$ cat src/rtl/i2c_hub_pkg.sv
`timescale 1ns/1ps
package i2c_hub_pkg;
    typedef enum logic [1:0] {
        CH_IDLE,
        CH_DRIVE,
        CH_HOLD,
        CH_SETTLE
    } ch_state_t;

    typedef enum logic {
        EN_STEADY,
        EN_WAIT
    } en_state_t;
endpackage

$ cat src/rtl/i2c_hub_infilt.sv
`timescale 1ns/1ps
module i2c_hub_infilt #(
    parameter int FILT_LEN = 3
) (
    input  logic clk,
    input  logic rst_n,
    input  logic raw,
    output logic clean
);
    localparam int CW = $clog2(FILT_LEN + 1);
    localparam logic [CW-1:0] LAST = CW'(FILT_LEN - 1);

    logic          meta_q;
    logic          sync_q;
    logic [CW-1:0] run_q;

    always_ff @(posedge clk or negedge rst_n) begin
        if (!rst_n) begin
            meta_q <= 1'b1;
            sync_q <= 1'b1;
        end else begin
            meta_q <= raw;
            sync_q <= meta_q;
        end
    end

    always_ff @(posedge clk or negedge rst_n) begin
        if (!rst_n) begin
            clean <= 1'b1;
            run_q <= '0;
        end else if (sync_q == clean) begin
            run_q <= '0;
        end else if (run_q == LAST) begin
            clean <= sync_q;
            run_q <= '0;
        end else begin
            run_q <= run_q + 1'b1;
        end
    end


    filt_len_chk: assert property (@(posedge clk) disable iff (!rst_n)
        !$stable(clean) |-> ($past(run_q) == LAST && $past(sync_q) != $past(clean)));
endmodule

$ cat src/rtl/i2c_hub_engate.sv
`timescale 1ns/1ps
module i2c_hub_engate
    import i2c_hub_pkg::*;
#(
    parameter int NPORT = 5
) (
    input  logic             clk,
    input  logic             rst_n,
    input  logic [NPORT-2:0] en_req,
    input  logic             bus_idle,
    output logic [NPORT-1:0] en_act
);
    en_state_t        st_q, st_d;
    logic [NPORT-2:0] act_q;
    logic             apply;

    always_comb begin
        st_d  = st_q;
        apply = 1'b0;
        unique case (st_q)
            EN_STEADY: begin
                if (en_req != act_q) begin
                    if (bus_idle) apply = 1'b1;
                    else          st_d  = EN_WAIT;
                end
            end
            EN_WAIT: begin
                if (bus_idle) begin
                    apply = 1'b1;
                    st_d  = EN_STEADY;
                end
            end
            default: st_d = EN_STEADY;
        endcase
    end

    always_ff @(posedge clk or negedge rst_n) begin
        if (!rst_n) st_q <= EN_STEADY;
        else        st_q <= st_d;
    end

    always_ff @(posedge clk or negedge rst_n) begin
        if (!rst_n)     act_q <= '1;
        else if (apply) act_q <= en_req;
    end

    assign en_act = {act_q, 1'b1};


    en_idle_chk: assert property (@(posedge clk) disable iff (!rst_n)
        !$stable(act_q) |-> $past(bus_idle));
endmodule

$ cat src/rtl/i2c_hub_chan.sv
`timescale 1ns/1ps
module i2c_hub_chan
    import i2c_hub_pkg::*;
#(
    parameter int NPORT      = 5,
    parameter int HOLD_CYC   = 4,
    parameter int SETTLE_CYC = 12
) (
    input  logic             clk,
    input  logic             rst_n,
    input  logic [NPORT-1:0] ena,
    input  logic [NPORT-1:0] pin,
    input  logic             held_in,
    output logic [NPORT-1:0] drv,
    output logic             any_drv,
    output logic             held_drv,
    output logic             quiet
);
    localparam int CMAX = (HOLD_CYC > SETTLE_CYC) ? HOLD_CYC : SETTLE_CYC;
    localparam int CW   = $clog2(CMAX + 1);
    localparam logic [CW-1:0] HOLD_LAST   = CW'(HOLD_CYC - 1);
    localparam logic [CW-1:0] SETTLE_LAST = CW'(SETTLE_CYC - 1);

    ch_state_t        st_q, st_d;
    logic [CW-1:0]    cnt_q;
    logic [NPORT-1:0] src_q;
    logic             rem_q;
    logic [NPORT-1:0] new_src;
    logic [NPORT-1:0] src_keep;
    logic             rem_keep;

    assign new_src  = ~pin & ena;
    assign src_keep = src_q & ~pin;
    assign rem_keep = rem_q & ~held_in;

    always_comb begin
        st_d = st_q;
        unique case (st_q)
            CH_IDLE:   if ((|new_src) || !held_in)             st_d = CH_DRIVE;
            CH_DRIVE:  if ((src_keep == '0) && !rem_keep)      st_d = CH_HOLD;
            CH_HOLD:   if (cnt_q == HOLD_LAST)                 st_d = CH_SETTLE;
            CH_SETTLE: if (cnt_q == SETTLE_LAST)               st_d = CH_IDLE;
            default:                                           st_d = CH_IDLE;
        endcase
    end

    always_ff @(posedge clk or negedge rst_n) begin
        if (!rst_n) begin
            st_q  <= CH_IDLE;
            cnt_q <= '0;
            src_q <= '0;
            rem_q <= 1'b0;
        end else begin
            st_q <= st_d;
            if (st_d != st_q) cnt_q <= '0;
            else if (st_q == CH_HOLD || st_q == CH_SETTLE) cnt_q <= cnt_q + 1'b1;
            unique case (st_q)
                CH_IDLE: begin
                    src_q <= new_src;
                    rem_q <= ~held_in;
                end
                CH_DRIVE: begin
                    src_q <= src_keep;
                    rem_q <= rem_keep;
                end
                default: begin
                    src_q <= '0;
                    rem_q <= 1'b0;
                end
            endcase
        end
    end

    always_comb begin
        drv      = '0;
        any_drv  = 1'b0;
        held_drv = 1'b0;
        unique case (st_q)
            CH_DRIVE: begin
                drv      = ena & ~src_q;
                any_drv  = 1'b1;
                held_drv = |src_q;
            end
            CH_HOLD: begin
                drv     = ena;
                any_drv = 1'b1;
            end
            default: ;
        endcase
    end

    assign quiet = (st_q == CH_IDLE);


    dis_no_drive_chk: assert property (@(posedge clk) disable iff (!rst_n)
        (drv & ~ena) == '0);

    held_any_chk: assert property (@(posedge clk) disable iff (!rst_n)
        held_drv |-> any_drv);

    hold_release_chk: assert property (@(posedge clk) disable iff (!rst_n)
        $fell(any_drv) |-> ($past(st_q) == CH_HOLD && $past(cnt_q) == HOLD_LAST));
endmodule

$ cat src/rtl/i2c_hub_top.sv
`timescale 1ns/1ps
module i2c_hub_top #(
    parameter int NPORT      = 5,
    parameter int FILT_LEN   = 3,
    parameter int HOLD_CYC   = 4,
    parameter int SETTLE_CYC = 12
) (
    input  logic             clk,
    input  logic             rst_n,
    input  logic [NPORT-2:0] port_en_req,
    input  logic [NPORT-1:0] sda_in,
    input  logic [NPORT-1:0] scl_in,
    output logic [NPORT-1:0] sda_pull_n,
    output logic [NPORT-1:0] scl_pull_n,
    input  logic             xsda_any_in,
    input  logic             xsda_held_in,
    input  logic             xscl_any_in,
    input  logic             xscl_held_in,
    output logic             xsda_any_pull_n,
    output logic             xsda_held_pull_n,
    output logic             xscl_any_pull_n,
    output logic             xscl_held_pull_n
);
    localparam int NRAW = 2 * NPORT + 4;
    localparam int NCH  = 2;

    logic [NRAW-1:0]  raw_all;
    logic [NRAW-1:0]  flt_all;
    logic [NPORT-1:0] en_act;
    logic [NPORT-1:0] pin_g  [NCH];
    logic [NPORT-1:0] drv_c  [NCH];
    logic             held_f [NCH];
    logic             any_c  [NCH];
    logic             held_c [NCH];
    logic             quiet_c[NCH];
    logic             bus_idle;

    assign raw_all = {xscl_held_in, xscl_any_in, xsda_held_in, xsda_any_in, scl_in, sda_in};

    for (genvar g = 0; g < NRAW; g++) begin : g_filt
        i2c_hub_infilt #(.FILT_LEN(FILT_LEN)) u_filt (
            .clk   (clk),
            .rst_n (rst_n),
            .raw   (raw_all[g]),
            .clean (flt_all[g])
        );
    end

    assign pin_g[0]  = flt_all[NPORT-1:0]       | ~en_act;
    assign pin_g[1]  = flt_all[2*NPORT-1:NPORT] | ~en_act;
    assign held_f[0] = flt_all[2*NPORT+1];
    assign held_f[1] = flt_all[2*NPORT+3];

    for (genvar c = 0; c < NCH; c++) begin : g_chan
        i2c_hub_chan #(
            .NPORT      (NPORT),
            .HOLD_CYC   (HOLD_CYC),
            .SETTLE_CYC (SETTLE_CYC)
        ) u_chan (
            .clk      (clk),
            .rst_n    (rst_n),
            .ena      (en_act),
            .pin      (pin_g[c]),
            .held_in  (held_f[c]),
            .drv      (drv_c[c]),
            .any_drv  (any_c[c]),
            .held_drv (held_c[c]),
            .quiet    (quiet_c[c])
        );
    end

    assign bus_idle = quiet_c[0] && quiet_c[1] && (&pin_g[0]) && (&pin_g[1])
                      && flt_all[2*NPORT] && flt_all[2*NPORT+2];

    i2c_hub_engate #(.NPORT(NPORT)) u_engate (
        .clk      (clk),
        .rst_n    (rst_n),
        .en_req   (port_en_req),
        .bus_idle (bus_idle),
        .en_act   (en_act)
    );

    assign sda_pull_n       = ~drv_c[0];
    assign scl_pull_n       = ~drv_c[1];
    assign xsda_any_pull_n  = ~any_c[0];
    assign xsda_held_pull_n = ~held_c[0];
    assign xscl_any_pull_n  = ~any_c[1];
    assign xscl_held_pull_n = ~held_c[1];
endmodule

$ cat config.mk
export PLATFORM = sky130hd
export DESIGN_NAME = i2c_hub_top
export DESIGN_NICKNAME = d
export VERILOG_FILES = /design/src/rtl/i2c_hub_pkg.sv /design/src/rtl/i2c_hub_infilt.sv /design/src/rtl/i2c_hub_engate.sv /design/src/rtl/i2c_hub_chan.sv /design/src/rtl/i2c_hub_top.sv
export SDC_FILE = /design/constraint.sdc
export NUM_CORES = 1
export LEC_CHECK = 0
export ABC_AREA = 1
export BUFFER_PORTS_ARGS = -buffer_cell sky130_fd_sc_hd__buf_2
export CAP_MARGIN = 10
export CORE_MARGIN = 2
export CORE_UTILIZATION = 40
export CTS_BUF_LIST = sky130_fd_sc_hd__clkbuf_4
export DETAILED_ROUTE_END_ITERATION = 8
export SETUP_SLACK_MARGIN = 0.1
export SYNTH_ARGS = -nofsm -noshare
export SYNTH_HDL_FRONTEND = slang
export SYNTH_SLANG_ARGS = --single-unit
$ cat constraint.sdc
create_clock -name clk -period 1.7 [get_ports clk]
set_clock_uncertainty 0.15 [all_clocks]
set_input_delay 0.085 -clock clk [delete_from_list [all_inputs] [get_ports clk]]
set_output_delay 0.085 -clock clk [all_outputs]
set_load 0.005 [all_outputs]
**Word-level counts from Yosys, hierarchy flattened**

Index checks and enable logic that the tools add are counted.

- Bits in registers: 99
- Output and inout bits: 14
- Logic and storage cells: 262

- Add/sub/neg operators: 16
- Equality and inequality tests: 41
- Multiplexer cells: 58
- Bitwise operators: 38
- Reduce and logical (&&, ||, !) cells: 43

Operator list:

| cell | number |
|---|---|
| 2-to-1 mux 2 bit | 36 |
| one-hot mux 5 bit (2 select lines) | 4 |
| == test 2 bit (second input constant) | 18 |
| NOT 5 bit | 7 |
| bitwise AND 5 bit | 6 |
| adder 2 x 1 -> 2 bit (second input constant) | 14 |
| AND reduction 2 bit | 14 |
| NOT 1 bit | 21 |
| OR reduction 5 bit | 4 |
| 2-to-1 mux 4 bit | 4 |
| one-hot mux 2 bit (4 select lines) | 2 |
| == test 1 bit | 14 |
| logical NOT 5 bit | 2 |
| bitwise OR 5 bit | 2 |
| AND reduction 5 bit | 2 |
| adder 4 x 1 -> 4 bit (second input constant) | 2 |
| == test 4 x 2 -> 1 bit (second input constant) | 2 |
| == test 4 bit (second input constant) | 2 |
| 2-to-1 mux 1 bit | 8 |
| one-hot mux 1 bit (2 select lines) | 4 |
| logical AND 1 bit | 7 |
| == test 2 x 1 -> 1 bit (second input constant) | 2 |
| logical NOT 1 bit | 4 |
| logical NOT 2 bit | 2 |
| other kinds (6) | 13 |

**Longest topological paths before layout**

Gate-level depths: netlist (run 1).

- Depth in word-level cells: 10
- Depth in mapped cells: 11
- Gate-level depth less buffers: 11

**Hierarchy**

From an unflattened synthesis (run 1), not the netlist that was laid out.

- Cell total of the unflattened synthesis: 609
- Area, all modules: 4822.1 sq um

By module, submodules not included:

| module | times used | cells each | area an instance (sq um) | sequential area each (sq um) |
|---|---|---|---|---|
| i2c_hub_infilt | 14 | 21 | 190.2 | 128.9 |
| i2c_hub_chan | 2 | 117 | 843.3 | 300.3 |
| i2c_hub_engate | 1 | 35 | 281.5 | 130.1 |
| i2c_hub_top | 1 | 46 | 191.4 | 0.0 |

**Worst setup path after synthesis (run 1)**

Ideal clock, no wire load.

- Path type: register -> register
- From: register g_chan[0].u_chan.st_q[1]
- To: register g_chan[0].u_chan.cnt_q[1]
- Data arrival time: 1.439 ns
- Required time: 1.428 ns
- Path slack: -0.010 ns
- Stages on the path, launching flop included: 12
- Buffers on the path: 1
- Clock period less this slack: 1.710 ns
- Cell sequence: dfrtp_1 inv_1 ha_1 inv_1 buf_2 nand2_1 a21oi_1 nand2_1 nand2_1 nand3_1 nand2_2 nor3_2

- Word-level cells in the longest chain between the ends: 4
- Elaborated cells on any way between the ends: 13
- Those cells by class: eq/ne (4); mux (6); reduce/logical (3)

RTL lines:

| item | line | text |
|---|---|---|
| start, declared | i2c_hub_chan.sv:24 | `ch_state_t st_q, st_d;` |
| start signal, assigned | i2c_hub_chan.sv:54 | `st_q <= st_d;` |
| == test 2 bit, or another cell as far along | i2c_hub_chan.sv:38, i2c_hub_chan.sv:56 |  |
| one-hot mux 2 bit (4 select lines) | i2c_hub_chan.sv:38 | `unique case (st_q)` |
| != test 2 bit | i2c_hub_chan.sv:55 | `if (st_d != st_q) cnt_q <= '0;` |
| 2-to-1 mux 4 bit / nonzero test 2 bit (equally long branches) | - |  |
| end signal, assigned | i2c_hub_chan.sv:56 | `else if (st_q == CH_HOLD \|\| st_q == CH_SETTLE) cnt_q <= cnt_q + 1'b1;` |
| end, declared | i2c_hub_chan.sv:25 | `logic [CW-1:0] cnt_q;` |

Several ways; a longest one is shown, not always the timed one.
A chain may end at the register's enable or synchronous reset.

**Worst setup path in the final report (run 1)**

- From: register g_chan[1].u_chan.st_q[1]
- To: output port scl_pull_n[1]

- Word-level cells in the longest chain between the ends: 3
- Elaborated cells on any way between the ends: 4
- Those cells by class: eq/ne (2); mux (1); bitwise (1)

RTL lines:

| item | line | text |
|---|---|---|
| start, declared | i2c_hub_chan.sv:24 |  |
| start signal, assigned | i2c_hub_chan.sv:54 |  |
| == test 2 bit / == test 2 x 1 -> 1 bit (equally long branches) | i2c_hub_chan.sv:78 | `unique case (st_q)` |
| one-hot mux 5 bit (2 select lines) * | i2c_hub_chan.sv:78 |  |
| NOT 5 bit * | i2c_hub_top.sv:84 | `assign scl_pull_n = ~drv_c[1];` |
| end, declared | i2c_hub_top.sv:14 | `output logic [NPORT-1:0] scl_pull_n,` |

Mark *: on every way between the ends. The rest lies on a longest branch, timed or not.

==> impl_metrics.ini, run 1 <==
[status]
status = complete, but fails checks
violations = setup timing

[placement]
portBuffers = 33
gp_congestion = 0.802
dpl_cell_area_mm2 = 0.00481
dp_cells = 620
dp_hpwl_mm = 5.70

[setup_path]
cp-startpoint = g_chan[1].u_chan.st_q[1]$_DFF_PN0_
cp-end-kind = output pin
worst_path_max_delay_cell = dfrtp_1
critPathTopFamily = flip-flops
r2r_start = g_chan[0].u_chan.st_q[0]$_DFF_PN0_
endpoint = scl_pull_n[1]
startpoint_type = flip-flop
r2r_cells = 11
path_cells = inv_2 -> ha_4 -> inv_4 -> buf_8 -> o21ai_2 -> nand3_2 -> buf_2
path_class = reg -> out
path_max_fanout = 5
cp.required_ns = 1.46
critPathBufInv = 4
r2r_setup_slack_ns = -0.12
r2r_end = g_chan[0].u_chan.cnt_q[2]$_DFFE_PN0P_
crit_cells = 7
slowest_delay_ns = 0.44
arrival_ns = 1.71

[finish]
nets = 578
fillers = 888
syn2layout_area_growth_pct = 36.5
final_cells = 690
design_area_mm2 = 0.00589
drive_above_1_share = 0.497

[clocking]
clkTransAtPathRegs_ns = 0.15
cts.sinks = 99
cts-htree-levels = 3
cts_buffers = 9
clk_path_buf_depth = 2
clk_latency_ns = 0.49
root_buffer = clkbuf_4
cts_tree = done

[logic_synthesis]
synth_mux_area_frac = 0.0119
synthAdderAreaFrac = 0.0290
synth_top_cells_by_count = nand2_1 (67), dfrtp_1 (53), inv_1 (52), dfstp_2 (46), o21ai_0 (34)
syn-mean-instance-area_um2 = 9.96
async_flop_share = 1.00
synth_most_common_cell = nand2_1
synth_top_area_frac = 0.308
yosys_warnings = 0
synth_nets = 463
synth-edff-count = 0
synth_top_family_by_area = simple AND/OR/NAND/NOR gates
synth.top_cells.by_area = dfrtp_1 (31%), dfstp_2 (28%), nand2_1 (5.8%)
synthFlopType = dfrtp_1
syn_inst = 433
ys_seq_elements = 99
synth-seq-area-share = 0.588
synth_area_mm2 = 0.00431
yosysUniqueCellTypes = 29
synth_area_leader_cell = dfrtp_1
synthXorXnorAreaFrac = 0.0447
synth_compound_area_frac = 0.0624
synthSimpleGateAreaFrac = 0.196

[sta]
fin_ws_ns = -0.246
final_hold_viol_count = 0
tightest_slew_ns = 0.548
hold_ws_ns = 0.00954
fin_tns_setup_ns = -3.49
period_needed_ns = 1.95
slew_headroom = 0.635
rsz0062_at_grt = true
max_freq_ghz = 0.514
fin_crit_sh = 1.14
drv_slew = 0
setup_viol = 23

[drt]
drc_errors = 0
drtAntennaViolNets = 0
num_vias = 3310
drt-pass1-iter-count = 4
dr.first_iter.drc_count = 163
routed_wl_mm = 9.47
wl_per_cell_um = 13.7
vias_per_cell = 4.80

[die]
initial_core_util = 0.414
fp.dieH_um = 108
die_w_um = 108
rows = 37
die_area_mm2 = 0.0116
pin_count = 34
coreArea_mm2 = 0.0104

[global_route]
grt_pass1_vias = 3155
grt_usage = 0.166
grt_overflow = 0
grt_max_degree = 100
antenna_found_initial = 2
grt_first_pass_wirelength_mm = 14.7

[flow_run]
drv_cap = 0

[pwr]
peakVddDrop_uv = 917
p_leak_nw = 2.68
pwr_density_cell_mw_per_mm2 = 1680

[min_path]
min_path_type = in -> async
-- worst reg2reg max path: cells and delay by family (launching register included) --
| family | cells | cell delay [ns] |
|---|---|---|
| flops | 1 | 0.46 |
| fa+ha+maj | 1 | 0.16 |
| simple gates | 7 | 0.54 |
| compound gates | 1 | 0.14 |
| buf+inv | 2 | 0.29 |
-- metrics by stage --
stage	util	total power [mW]	worst slack [ns]
after floorplan	-	6.02	0.0972
after global placement	0.462	7.03	-0.0301
after detailed placement	0.462	7.13	-0.0755
after CTS	0.535	9.28	-0.279
after global routing	0.565	10.6	-0.351
final	0.565	9.90	-0.246
-- cell families after synthesis --
kind of cell | Yosys count
DFF | 99
AOI/OAI and AO/OA | 51
muxes | 5
buffers and inverters | 72
xor gates and xnor gates | 22
adders and majority gates | 10
and+or+nand+nor | 174
-- worst min path at each step --
stage	start	endpoint	slack, ns	cells after the start
2_1_floorplan	rst_n	g_chan[0].u_chan.cnt_q[0]$_DFFE_PN0P_	-0.36	0
3_3_place_gp	rst_n	g_filt[3].u_filt.run_q[0]$_DFF_PN0_	0.03	2
3_5_place_dp	rst_n	g_filt[2].u_filt.run_q[0]$_DFF_PN0_	0.04	2
4_1_cts	rst_n	g_filt[12].u_filt.run_q[0]$_DFF_PN0_	0.02	3
5_1_grt	xscl_any_in	g_filt[12].u_filt.meta_q$_DFF_PN1_	0.02	2
6_report	rst_n	g_filt[2].u_filt.run_q[0]$_DFF_PN0_	0.01	3
-- sequential cells by signal, summed over array words and instances (netlist names) --
register and cells:
g_filt.u_filt.meta_q 14, u_engate.st_q 1, g_filt.u_filt.clean 14, g_chan.u_chan.src_q 10, g_chan.u_chan.st_q 4, u_engate.act_q 4, g_filt.u_filt.sync_q 14, g_chan.u_chan.cnt_q 8
g_filt.u_filt.run_q 28, g_chan.u_chan.rem_q 2
-- final cells by class --
type	count	area [um2]	share of cell area
multi-input combinational	262	1920	0.327
antenna	1	2.50	0.000425
sequential	99	2540	0.431
clock buffer	10	75.1	0.0128
timing repair buffer	109	865	0.147
clock inverter	6	50.0	0.00850
tap	136	170	0.0289
inverter	67	265	0.0451
-- metal layers --
layer	track usage	up-vias	part of all wire
met5	0	-	0
met2	0.273	60	0.50
li1	-	1629	-
met4	0.0632	0	0.014
met1	0.210	1609	0.45
met3	0.0424	12	0.044
-- where the power goes --
group          switching [mW]  internal, mW
clock                   0.816         0.330
combinational            2.70          2.35
sequential              0.537          3.16
total                    4.05          5.84
-- cells in the final DEF, fill, tap and decap left out, types with 5 or more instances in the layout --
master,synthesis,routed
nor2_1,14,7
nand2_4,1,10
clkbuf_4,0,10
buf_6,3,7
o21ai_0,34,21
nand2_1,67,51
nor2_4,0,7
nand3_1,27,16
nor2_2,8,8
o22ai_1,7,7
ha_4,0,8
xor2_1,6,5
dfstp_2,46,46
buf_2,2,31
xnor2_1,16,15
nand3_2,2,11
inv_1,52,42
o21ai_2,0,12
dlygate4sd3_1,0,19
a21oi_2,0,5
buf_4,0,48
nand2_2,16,23
nand4_1,5,5
nor3_1,29,28
dfrtp_1,53,52
inv_2,14,20
-- what timing repair did --
item | 4_1_cts | 5_1_grt
setup buffers | 21 | 13
endpoints found under the setup margin | 26 | 29
pin swaps | 23 | 17
hold buffers | 19 | 0
endpoints found under the hold margin | 118 | 0
resized for setup | 84 | 44
gates cloned | 0 | 1
(Power assumes the default switching activity.)
==> inputs of run 2 (changes only) <==
==> constraint.sdc (replaced) <==
create_clock -name clk -period 1.7 [get_ports clk]
set_clock_uncertainty 0.15 [all_clocks]
set_input_delay 0.085 -clock clk [delete_from_list [all_inputs] [get_ports clk]]
set_output_delay 0.085 -clock clk [all_outputs]
set_load 0.01 [all_outputs]
==> run 2 against run 1 <==
Against the previous run: the run still ends with setup timing left; utilization grew 0.25 points; sequential power about the same; non-clock buffer count rose by 1; sequential share of layout area is 0.19 points lower; register-to-register slack gained 0.03 ns; global-route usage down 0.13 points; flip-flop and latch count is the same; fmax decreased by 1.7%; first-iteration DRC count is 1.2% lower; clock power rose by 14%; total power up 4.5%.
==> impl_metrics.ini, run 2 (synthesized netlist as in run 1, its figures left out) <==
[finish]
nets = 579
syn2layout_area_growth_pct = 37.1
antenna_cells = 0
largest_reg_flops = 28
final_cell_mix = dfrtp_1 (52), nand2_1 (50), dfstp_2 (46)
ff_latch_area_mm2 = 0.00254
final_common_cell = dfrtp_1
drive_above_1_share = 0.500
top_register = g_filt.u_filt.run_q
fillers = 852
multi_input_area_mm2 = 0.00190

[status]
violations = setup timing
status = complete, but fails checks

[min_path]
min_path_type = in -> reg
hp-start = xsda_any_in
holdPathEnd = g_filt[10].u_filt.meta_q$_DFF_PN1_
holdPathStages = 2

[placement]
dp_hpwl_mm = 5.87
portBuffers = 33
gp_congestion = 0.809

[drt]
drt-pass1-iter-count = 6
dr.first_iter.drc_count = 161
routed_wl_mm = 9.27
drc_errors = 0
vias_per_cell = 4.80
drtAntennaViolNets = 0
wl_per_cell_um = 13.4
num_vias = 3314

[die]
die_w_um = 108
pin_count = 34
rows = 37
coreArea_mm2 = 0.0104
die_area_mm2 = 0.0116
initial_core_util = 0.414
fp.dieH_um = 108

[setup_path]
path_common_cell = buf_6
path_class = reg -> out
path_cells = buf_6 -> ha_4 -> inv_4 -> buf_6 -> o21ai_2 -> nand3_1 -> buf_2
worst_path_max_delay_cell = dfrtp_1
cp-startpoint = g_chan[0].u_chan.st_q[0]$_DFF_PN0_
cp.required_ns = 1.46
r2r_cells = 11
r2r_start = g_chan[1].u_chan.st_q[1]$_DFF_PN0_
slowest_delay_ns = 0.46
r2r_end = g_chan[1].u_chan.cnt_q[3]$_DFFE_PN0P_
path_max_fanout = 6
startpoint_type = flip-flop
r2r_setup_slack_ns = -0.09
arrival_ns = 1.74
cp-end-kind = output pin

[global_route]
antenna_found_initial = 0
grt_usage = 0.164
grt_max_degree = 49
grt_overflow = 0
grt_pass1_vias = 3244
grt_first_pass_wirelength_mm = 14.8

[pwr]
p_sw_mw = 4.21
p_sw_frac = 0.407
p_clk_frac = 0.127
p_leak_nw = 2.70
combPwrFrac = 0.515
p_int_mw = 6.13
pwr_density_cell_mw_per_mm2 = 1750
total_power_mw = 10.3
peakVddDrop_uv = 1160
p_seq_frac = 0.358

[flow_run]
drv_cap = 0

[clocking]
clk_latency_ns = 0.46
clkTransAtPathRegs_ns = 0.17
cts-htree-levels = 3
cts_buffers = 9
clk_path_buf_depth = 2
root_buffer = clkbuf_4
cts.sinks = 99
cts_tree = done

[sta]
max_freq_ghz = 0.505
slew_headroom = 0.554
drv_slew = 0
rsz0062_at_grt = true
fin_crit_sh = 1.16
tightest_slew_ns = 0.669
final_hold_viol_count = 0
setup_viol = 23
fin_ws_ns = -0.280
fin_tns_setup_ns = -3.29
period_needed_ns = 1.98
## run 2: per-stage QoR
step | setup slack (ns) | utilization | cell area, um2 | instances | hold WS [ns]
after floorplan | 0.0972 | - | 4340 | 433 | -0.361
after global placement | -0.0118 | 0.462 | 4810 | 620 | -0.0979
after detailed placement | -0.0305 | 0.462 | 4810 | 620 | -0.0984
after CTS | -0.269 | 0.528 | 5500 | 673 | 0.0533
after global routing | -0.349 | 0.568 | 5910 | 690 | 0.0305
final | -0.280 | 0.568 | 5910 | 690 | 0.0953
## run 2: area by class of cell
type,instances,share of cell area
Sequential cell,99,0.429
Multi-Input combinational cell,262,0.322
Timing Repair Buffer,110,0.151
Inverter,67,0.0444
Tap cell,136,0.0288
Clock inverter,7,0.0140
Clock buffer,9,0.0114
## run 2: metal layers
metal / track usage / share of wire / vias to the layer above
met5: 0 / 0 / -
met4: 0.0522 / 0.0062 / 0
met3: 0.0466 / 0.047 / 4
met2: 0.269 / 0.50 / 65
met1: 0.211 / 0.45 / 1615
li1: - / - / 1630
## run 2: power by group through the flow
| stage | combinational, mW | sequential (mW) | clock (mW) |
|---|---|---|---|
| 2_1_floorplan | 2.48 | 3.60 | 0 |
| 3_3_place_gp | 3.40 | 3.70 | 0 |
| 3_5_place_dp | 3.46 | 3.72 | 0 |
| 4_1_cts | 4.36 | 3.71 | 1.38 |
| 5_1_grt | 5.84 | 3.79 | 1.47 |
| 6_report | 5.32 | 3.70 | 1.31 |
## run 2: worst max-delay path by stage
stage / slack [ns] / cells after the start / endpoint
floorplan: 0.1 / 7 / u_engate.act_q[2]$_DFFE_PN1P_
global placement: -0.01 / 10 / g_chan[1].u_chan.cnt_q[1]$_DFFE_PN0P_
detailed placement: -0.03 / 10 / g_chan[1].u_chan.cnt_q[1]$_DFFE_PN0P_
CTS: -0.27 / 3 / xscl_held_pull_n
global route: -0.35 / 7 / sda_pull_n[4]
finish: -0.28 / 7 / sda_pull_n[4]
## run 2: worst max-delay path: cells and delay by family (launching register included)
| kind | cells | cell delay, ns |
|---|---|---|
| flip-flops | 1 | 0.46 |
| buffers and inverters | 4 | 0.44 |
| adder cells (fa/ha/maj) | 1 | 0.15 |
| AO/OA/AOI/OAI | 1 | 0.14 |
| AND/OR/NAND/NOR | 1 | 0.10 |
## run 2: repair_timing
action                     CTS  global route
setup endpoints to repair   26            42
hold endpoints to repair    89             0
hold buffers                20             0
buffers inserted            17            18
gates resized for setup     66            73
pin swaps                   16            23
